`config.mk`:
```
export PLATFORM = sky130hd
export DESIGN_NAME = wdt_core
export DESIGN_NICKNAME = d
export VERILOG_FILES = /design/src/rtl/wdt_pkg.sv /design/src/rtl/wdt_prescale.sv /design/src/rtl/wdt_tap_count.sv /design/src/rtl/wdt_clear_seq.sv /design/src/rtl/wdt_core.sv
export SDC_FILE = /design/constraint.sdc
export NUM_CORES = 1
export LEC_CHECK = 0
export CAP_MARGIN = 20
export CORE_MARGIN = 2
export CORE_UTILIZATION = 46
export CTS_BUF_LIST = sky130_fd_sc_hd__clkbuf_16
export DETAILED_ROUTE_END_ITERATION = 16
export DONT_BUFFER_PORTS = 1
export HOLD_SLACK_MARGIN = 0.15
export PLACE_DENSITY = 0.68
export SYNTH_ARGS = -nofsm -noshare
export SYNTH_HDL_FRONTEND = slang
export SYNTH_SLANG_ARGS = --single-unit
```
`constraint.sdc`:
```
create_clock -name clk -period 2.05 [get_ports clk]
set_input_delay 0.3075 -clock clk [delete_from_list [all_inputs] [get_ports clk]]
set_output_delay 0.3075 -clock clk [all_outputs]
set_load 0.01 [all_outputs]
```
`src/rtl/wdt_pkg.sv`:
```
package wdt_pkg;
  typedef enum logic [1:0] {
    HALF_NONE = 2'd0,
    HALF_A    = 2'd1,
    HALF_B    = 2'd2
  } half_e;
endpackage

```
`src/rtl/wdt_prescale.sv`:
```
module wdt_prescale #(
  parameter int PRE_W = 2
) (
  input  logic clk,
  input  logic rst_n,
  input  logic restart,
  output logic tick
);
  localparam logic [PRE_W-1:0] PRE_LAST = {PRE_W{1'b1}};

  logic [PRE_W-1:0] div_q;

  always_ff @(posedge clk or negedge rst_n) begin
    if (!rst_n)       div_q <= '0;
    else if (restart) div_q <= '0;
    else              div_q <= div_q + 1'b1;
  end

  assign tick = (div_q == PRE_LAST);
endmodule

```
`src/rtl/wdt_tap_count.sv`:
```
module wdt_tap_count #(
  parameter int TAP_BASE = 2,
  parameter int SEL_W    = 2
) (
  input  logic             clk,
  input  logic             rst_n,
  input  logic             restart,
  input  logic             tick,
  input  logic [SEL_W-1:0] tap_sel,
  output logic             expire
);
  localparam int NUM_TAPS = 1 << SEL_W;
  localparam int CNT_W    = TAP_BASE + NUM_TAPS - 1;

  logic [CNT_W-1:0] cnt_q;
  logic [CNT_W-1:0] limit_tab [NUM_TAPS];

  for (genvar g = 0; g < NUM_TAPS; g++) begin : g_tap
    assign limit_tab[g] = CNT_W'((64'd1 << (TAP_BASE + g)) - 64'd1);
  end

  // Magnitude compare so a lowered tap still expires at the next tick.
  assign expire = tick && (cnt_q >= limit_tab[tap_sel]);

  always_ff @(posedge clk or negedge rst_n) begin
    if (!rst_n)                 cnt_q <= '0;
    else if (restart || expire) cnt_q <= '0;
    else if (tick)              cnt_q <= cnt_q + 1'b1;
  end
endmodule

```
`src/rtl/wdt_clear_seq.sv`:
```
module wdt_clear_seq
  import wdt_pkg::*;
(
  input  logic clk,
  input  logic rst_n,
  input  logic cfg_dual,
  input  logic accept,
  input  logic flush,
  input  logic clr_one,
  input  logic clr_a,
  input  logic clr_b,
  output logic clear_ok
);
  half_e seen_q, seen_d;
  logic  a_only, b_only;

  assign a_only = clr_a && !clr_b;
  assign b_only = clr_b && !clr_a;

  always_comb begin
    if (!cfg_dual) clear_ok = accept && clr_one;
    else           clear_ok = accept && ((a_only && seen_q == HALF_B) ||
                                         (b_only && seen_q == HALF_A));
  end

  always_comb begin
    seen_d = seen_q;
    if (!cfg_dual || flush || clear_ok) seen_d = HALF_NONE;
    else if (accept && a_only)          seen_d = HALF_A;
    else if (accept && b_only)          seen_d = HALF_B;
  end

  always_ff @(posedge clk or negedge rst_n) begin
    if (!rst_n) seen_q <= HALF_NONE;
    else        seen_q <= seen_d;
  end
endmodule

```
`src/rtl/wdt_core.sv`:
```
module wdt_core #(
  parameter int PRE_W    = 2,
  parameter int TAP_BASE = 2,
  parameter int SEL_W    = 2
) (
  input  logic             clk,
  input  logic             rst_n,
  input  logic             cfg_dual,
  input  logic [SEL_W-1:0] tap_sel,
  input  logic             clr_one,
  input  logic             clr_a,
  input  logic             clr_b,
  input  logic             halt_cmd,
  output logic             rst_req,
  output logic             wake_req,
  output logic             to_flag,
  output logic             pd_flag,
  output logic             halted
);
  logic tick, expire, clear_ok, take_halt, restart, timeout;

  assign take_halt = halt_cmd && !halted;
  assign restart   = take_halt || clear_ok;
  assign timeout   = expire && !restart;

  wdt_prescale #(.PRE_W(PRE_W)) u_pre (
    .clk(clk), .rst_n(rst_n), .restart(restart), .tick(tick)
  );

  wdt_tap_count #(.TAP_BASE(TAP_BASE), .SEL_W(SEL_W)) u_cnt (
    .clk(clk), .rst_n(rst_n), .restart(restart), .tick(tick),
    .tap_sel(tap_sel), .expire(expire)
  );

  wdt_clear_seq u_seq (
    .clk(clk), .rst_n(rst_n), .cfg_dual(cfg_dual), .accept(!halted),
    .flush(take_halt || timeout), .clr_one(clr_one), .clr_a(clr_a),
    .clr_b(clr_b), .clear_ok(clear_ok)
  );

  always_ff @(posedge clk or negedge rst_n) begin
    if (!rst_n) begin
      rst_req  <= 1'b0;
      wake_req <= 1'b0;
      to_flag  <= 1'b0;
      pd_flag  <= 1'b0;
      halted   <= 1'b0;
    end else begin
      rst_req  <= 1'b0;
      wake_req <= 1'b0;
      if (take_halt) begin
        halted  <= 1'b1;
        pd_flag <= 1'b1;
        to_flag <= 1'b0;
      end else if (clear_ok) begin
        to_flag <= 1'b0;
        pd_flag <= 1'b0;
      end else if (timeout) begin
        to_flag <= 1'b1;
        if (halted) begin
          halted   <= 1'b0;
          wake_req <= 1'b1;
        end else begin
          rst_req  <= 1'b1;
        end
      end
    end
  end
endmodule

```
==> results.py, run 1 <==
metrics = {
    "worst_setup_path": {
        "crit_chain": "ha_1 -> a21oi_1 -> nor2b_1 -> o31ai_1 -> and4b_1",
        "worstPathRequired_ns": 2.23,
        "cp_slowest_cell": "o31ai_1",
        "crit_path_start_kind": "flip-flop",
        "critPathMaxFanout": 4,
        "slowest_delay_ns": 0.45,
        "worstSetupPathType": "flip-flop to flip-flop",
        "end_kind": "flip-flop",
        "arrival_ns": 1.84,
    },
    "timing": {
        "tightest_slew_ns": 0.6425,
        "finalSetupViolCount": 0,
        "finalSetupTns_ns": 0,
        "min_period_ns": 1.658,
        "max_freq_ghz": 0.6031,
        "fin_skew_ns": 0.006838,
        "finalMaxSlewViolations": 0,
        "finalHoldViolCount": 0,
        "relSlewSlack_pct": 57.03,
        "fin_crit_sh_pct": 80.88,
        "rsz0062_at_grt": "no",
    },
    "power": {
        "p_switching_mw": 0.3829,
        "ir_worst_vdd_mv": 0.7562,
        "switching_share_pct": 32.39,
        "power_frac_seq_pct": 40.7,
        "power.leakage_nw": 0.3712,
        "p_comb_share_pct": 28.8,
        "p_int_mw": 0.7995,
        "power.density_mw_per_mm2": 1443,
        "p_clk_share_pct": 30.4,
    },
    "clocking": {
        "path_clk_slew_ns": 0.05,
        "root_buffer": "clkbuf_16",
        "clock-sinks": 14,
        "cts_htree_levels": 1,
        "cts_tree": "done",
        "cts_buffer_depth": 2,
        "ctsResizeCount": 0,
        "clk-insertion-delay-late_ns": 0.24,
        "cts_made_buffers": 3,
    },
    "grt": {
        "grt_pass1_vias": 503,
        "grt_pass1_wl_um": 2214,
        "grt_max_degree": 15,
        "antenna_found_initial": 0,
        "grt.overflow.total": 0,
        "track_usage_pct": 16.33,
    },
    "finish": {
        "nNetsFinal": 87,
        "final_cell_mix": "14 x dfrtp_1, 7 x nor3_1, 6 x nor2_1",
        "fill_cells": 138,
        "post-route-util_pct": 55.04,
        "layout_commonest_cell": "dfrtp_1",
        "area_growth_pct": 12.93,
        "n_antenna_cell": 0,
        "drive_gt1_share_pct": 5.556,
    },
    "die": {
        "start_util_pct": 48.74,
        "core-area_mm2": 0.001489,
        "die_area_mm2": 0.001911,
        "io_pins": 14,
        "fp.dieH_um": 43.72,
        "row_count": 14,
        "die_x_um": 43.72,
    },
    "synthesis": {
        "yosys-top-cells-area": "dfrtp_1 48%, ha_1 8.6%, nor3_1 4.8%",
        "syn-instance-count": 69,
        "avgSynthCellArea_um2": 10.52,
        "synth_cell_type_count": 26,
        "yosys.area.top_type": "dfrtp_1",
        "synth_fp_nets": 83,
        "syn-cell-area_um2": 725.7,
        "yosysSeqAreaShare_pct": 48.28,
        "synth_top_area_share_pct": 48.28,
        "ys_warn_count": 0,
        "synth-seq-cells": 14,
    },
    "drt": {
        "wl_per_cell_um": 14.01,
        "routed_via_density": 5.898,
        "wl_um": 1233,
        "drc": 0,
        "ant_nets": 0,
        "drt_iter0_drc": 7,
        "dr.pass1.iters": 3,
        "num_vias": 519,
    },
    "hold_path": {
        "hold_path_class": "primary input to flip-flop",
    },
    "run_status": {
        "outcome": "complete, no violations",
    },
    "placement": {
        "numPortBuffers": 0,
        "place.gp.congestion": 0.8494,
        "post-dp-hpwl_um": 928,
    },
    "job": {
        "maxCapViolCount": 0,
    },
}
[synthesized netlist by cell type (all sizes together)]
| library cell | number |
|---|---|
| o31a | 1 |
| nand2 | 3 |
| nor3 | 7 |
| o211ai | 1 |
| ha | 5 |
| nand4bb | 2 |
| nor2b | 2 |
| buf | 1 |
| nand3 | 2 |
| o21a | 1 |
| xnor2 | 1 |
| o21bai | 1 |
| inv | 3 |
| clkbuf | 1 |
| xor2 | 3 |
| mux2i | 1 |
| and4b | 1 |
| nor2 | 6 |
| o31ai | 1 |
| o21ai | 2 |
| a21oi | 5 |
| nand4 | 2 |
| nor4b | 1 |
| dfrtp | 14 |
| a22oi | 1 |
| a22o | 1 |
[worst max-delay path: cells and delay by family (launching register included)]
kind            cells  cell delay [ns]
compound gates      2             0.58
fa+ha+maj           1             0.30
simple gates        2             0.33
flops               1             0.40
[cell type report]
type                            count  area (µm²)  area share [%]
Sequential cell                    14       350.3           42.75
Multi-Input combinational cell     50       349.1           42.60
Clock buffer                        3       75.07           9.160
Tap cell                           16       20.02           2.443
Inverter                            3       11.26           1.374
Timing Repair Buffer                1       10.01           1.221
Clock inverter                      1       3.754          0.4580
[power groups by stage]
| stage | clock network (mW) | registers, mW | logic [mW] |
|---|---|---|---|
| 2_1_floorplan | 0 | 0.469 | 0.286 |
| 3_3_place_gp | 0 | 0.486 | 0.329 |
| 3_5_place_dp | 0 | 0.486 | 0.338 |
| 4_1_cts | 0.371 | 0.483 | 0.348 |
| 5_1_grt | 0.384 | 0.503 | 0.401 |
| 6_report | 0.360 | 0.482 | 0.341 |
[kinds of logic after synthesis]
logic type	share of synthesized area [%]
XOR/XNOR	4.828
multiplexers	1.379
buffers and inverters	3.620
adder cells (fa/ha/maj)	8.621
AND/OR/NAND/NOR	20.86
AO/OA/AOI/OAI	12.42
flip-flops	48.28
[path summary, 6_finish.rpt]
kind | start | endpoint | slack, ns | cells past startpoint
worst max register to register | u_cnt.cnt_q[3]$_DFFE_PN0P_ | u_seq.seen_q[0]$_DFFE_PN0P_ | 0.39 | 5
min in group asynchronous | rst_n | u_seq.seen_q[0]$_DFFE_PN0P_ | 0.53 | 1
worst min register to register | u_pre.div_q[0]$_DFF_PN0_ | u_pre.div_q[0]$_DFF_PN0_ | 0.43 | 1
worst min-delay path | halt_cmd | pd_flag$_DFFE_PN0P_ | 0.21 | 1
worst max-delay path | u_cnt.cnt_q[3]$_DFFE_PN0P_ | u_seq.seen_q[0]$_DFFE_PN0P_ | 0.39 | 5
max in group asynchronous | rst_n | u_pre.div_q[0]$_DFF_PN0_ | 1.10 | 1
[registers in the layout (all words and copies together), names as in the netlist]
register,count
to_flag,1
u_cnt.cnt_q,5
pd_flag,1
u_seq.seen_q,2
rst_req,1
wake_req,1
u_pre.div_q,2
halted,1
[per-stage QoR]
stage          hold slack [ns]  instance area, µm²  power [mW]  instances  worst slack [ns]
5_1_grt                 0.2234               819.5       1.288         88            0.2688
4_1_cts                 0.2101               819.5       1.202         88            0.3641
3_5_place_dp           0.01228               730.7      0.8241         83            0.3682
3_3_place_gp           0.01221               730.7      0.8154         83            0.3594
2_1_floorplan          0.01191               725.7      0.7555         69            0.5288
6_report                0.2123               819.5       1.182         88            0.3919
[per-layer routing]
metal	wire length, µm	part of all wire, %	vias to the layer above	track usage (%)
met1	543	44	246	20.49
met2	599	49	15	25.00
li1	-	-	258	-
met5	0	0	-	0
met4	0	0	0	5.455
met3	90	7.3	0	7.500
[repair_timing]
| item | CTS | global route |
|---|---|---|
| endpoints found under the hold margin | 14 | 0 |
| setup buffers | 0 | 0 |
| hold buffers | 1 | 0 |
Power figures use the tool's default switching activity.
==> run 2: changes to the inputs <==
- PLACE_DENSITY: 0.68 -> 0.7
- clock period: 2.05 -> 1.4 ns (I/O delays scaled with it)
==> run 2 against run 1 <==
  * The flow now finishes with violations (setup timing)
  * Global-route usage is 3.4 points higher
  * Clock skew shrank 0.0045 ns
  * Die area stayed put
  * Critical path depth unchanged
  * Non-clock buffer count increased by 14
  * First-iteration DRC count grew 100%
  * Maximum frequency grew 7.9%
  * Register-to-register slack got worse by 0.53 ns
  * Critical endpoint is now u_seq.seen_q[1]$_DFFE_PN0P_
  * Largest power group is now combinational logic
==> results.py, run 2 (synthesis gave the netlist of run 1 again) <==
metrics = {
    "run_status": {
        "outcome": "finished with violations",
        "violations": "setup timing",
    },
    "worst_setup_path": {
        "worstRegToRegCells": 5,
        "reg2reg_to": "u_seq.seen_q[1]$_DFFE_PN0P_",
        "crit_chain": "ha_2 -> a21oi_2 -> nor2_2 -> o31a_1 -> nor4b_2",
        "end_kind": "flip-flop",
        "crit_path_start_kind": "flip-flop",
        "crit_start": "u_cnt.cnt_q[0]$_DFFE_PN0P_",
        "cp_slowest_cell": "o31a_1",
        "worstSetupPathType": "flip-flop to flip-flop",
        "critPathMaxFanout": 7,
        "r2r-start": "u_cnt.cnt_q[0]$_DFFE_PN0P_",
        "arrival_ns": 1.68,
        "slowest_delay_ns": 0.39,
        "regToRegSetupSlack_ns": -0.14,
        "crit_path_end": "u_seq.seen_q[1]$_DFFE_PN0P_",
        "worstPathRequired_ns": 1.55,
    },
    "grt": {
        "grt.overflow.total": 0,
        "grt_pass1_wl_um": 2711,
        "antenna_found_initial": 0,
        "grt_pass1_vias": 629,
        "track_usage_pct": 19.77,
        "grt_max_degree": 15,
    },
    "die": {
        "fp.dieH_um": 43.72,
        "start_util_pct": 48.74,
        "row_count": 14,
        "die_area_mm2": 0.001911,
        "io_pins": 14,
        "die_x_um": 43.72,
        "core-area_mm2": 0.001489,
    },
    "finish": {
        "multi_input_area_um2": 414.1,
        "layout_commonest_cell": "dfrtp_1",
        "fill_cells": 108,
        "nNetsFinal": 101,
        "drive_gt1_share_pct": 31.40,
        "final_cell_mix": "14 x dfrtp_1, 12 x buf_4, 6 x nor3_1",
        "area_growth_pct": 37.07,
        "regArea_um2": 350.3,
        "biggestRegsByFlops": "u_cnt.cnt_q: 5 flops, u_pre.div_q: 2 flops, u_seq.seen_q: 2 flops",
        "regMostFlops": "u_cnt.cnt_q",
        "n_antenna_cell": 0,
        "largest_reg_flops": 5,
        "stdcell_area_um2": 994.7,
    },
    "timing": {
        "fin_skew_ns": 0.002358,
        "finalSetupTns_ns": -1.172,
        "finalSetupViolCount": 11,
        "tightest_slew_ns": 0.6388,
        "finalMaxSlewViolations": 0,
        "fin_crit_sh_pct": 109.7,
        "relSlewSlack_pct": 57.28,
        "max_freq_ghz": 0.6510,
        "rsz0062_at_grt": "yes",
        "setup_ws_ns": -0.1361,
        "finalHoldViolCount": 0,
        "min_period_ns": 1.536,
    },
    "drt": {
        "num_vias": 594,
        "drc": 0,
        "wl_um": 1658,
        "wl_per_cell_um": 16.25,
        "dr.pass1.iters": 4,
        "ant_nets": 0,
        "routed_via_density": 5.824,
        "drt_iter0_drc": 14,
    },
    "placement": {
        "numPortBuffers": 0,
        "post-dp-hpwl_um": 1063,
        "place_area_um2": 810.8,
        "place.gp.congestion": 0.8155,
    },
    "power": {
        "p_comb_share_pct": 41.4,
        "power.leakage_nw": 0.4412,
        "power.density_mw_per_mm2": 2094,
        "p_switching_mw": 0.6958,
        "switching_share_pct": 33.40,
        "power_frac_seq_pct": 32.9,
        "p_clk_share_pct": 25.7,
        "ir_worst_vdd_mv": 1.062,
        "p_int_mw": 1.387,
    },
    "clocking": {
        "clock-sinks": 14,
        "cts_made_buffers": 3,
        "cts_buffer_depth": 2,
        "clk-insertion-delay-late_ns": 0.24,
        "root_buffer": "clkbuf_16",
        "cts_htree_levels": 1,
        "path_clk_slew_ns": 0.05,
        "cts_tree": "done",
    },
    "hold_path": {
        "hold_path_class": "primary input to flip-flop",
    },
    "job": {
        "maxCapViolCount": 0,
    },
}
## run 2: cell count changes in the layout (fill, tap and decap cells not counted), sizes merged
| cell | delta |
|---|---|
| dlygate4sd3 | +2 |
| buf | +12 |
## run 2: layout make-up
| type | count | share of cell area [%] |
|---|---|---|
| tap | 16 | 2.013 |
| timing repair buffer | 15 | 12.08 |
| multi-input combinational | 50 | 41.64 |
| inverter | 3 | 1.132 |
| clock inverter | 1 | 0.3774 |
| clock buffer | 3 | 7.547 |
| sequential | 14 | 35.22 |
## run 2: critical path, delay by kind of cell, from the launching register on
| family | cells | cell delay (ns) |
|---|---|---|
| AOI/OAI and AO/OA | 2 | 0.53 |
| DFF | 1 | 0.38 |
| and+or+nand+nor | 2 | 0.34 |
| adders and majority gates | 1 | 0.20 |
## run 2: power by group through the flow
stage	Clock (mW)	Combinational, mW	Sequential, mW
after floorplan	0	0.428	0.687
after global placement	0	0.676	0.669
after detailed placement	0	0.681	0.679
after CTS	0.545	0.795	0.682
after global routing	0.566	0.953	0.705
final	0.535	0.863	0.685
## run 2: what timing repair did
item | in CTS | in global routing
resized for setup | 7 | 4
hold endpoints to repair | 16 | 0
hold buffers | 3 | 0
endpoints found under the setup margin | 11 | 11
buffers inserted | 2 | 0
pin swaps | 5 | 3
## run 2: per-layer routing
metal	GRT usage, %	vias up	share of wire [%]
met2	35.88	13	53
li1	-	287	-
met3	2.500	0	3.2
met4	7.273	0	0
met1	23.59	294	44
met5	0	-	0
## run 2: stage by stage
step / power, mW / worst slack, ns / hold slack [ns] / instances / utilization (%)
detailed placement: 1.360 / -0.1900 / -0.08530 / 93 / 54.45
floorplan: 1.116 / -0.09210 / -0.08559 / 69 / -
finish: 2.083 / -0.1361 / 0.1872 / 102 / 66.81
CTS: 2.023 / -0.1812 / 0.1585 / 102 / 65.63
global route: 2.223 / -0.2212 / 0.1915 / 102 / 66.81
global placement: 1.345 / -0.1049 / -0.08524 / 93 / 54.45
## run 2: worst min-delay path by stage
stage	from	to	slack, ns	cells after the start
2_1_floorplan	rst_n	halted$_DFFE_PN0P_	-0.09	0
6_report	cfg_dual	u_seq.seen_q[0]$_DFFE_PN0P_	0.19	1
5_1_grt	cfg_dual	u_seq.seen_q[0]$_DFFE_PN0P_	0.19	1
4_1_cts	halt_cmd	halted$_DFFE_PN0P_	0.16	2
3_5_place_dp	rst_n	u_seq.seen_q[0]$_DFFE_PN0P_	-0.09	0
3_3_place_gp	rst_n	u_seq.seen_q[0]$_DFFE_PN0P_	-0.09	0
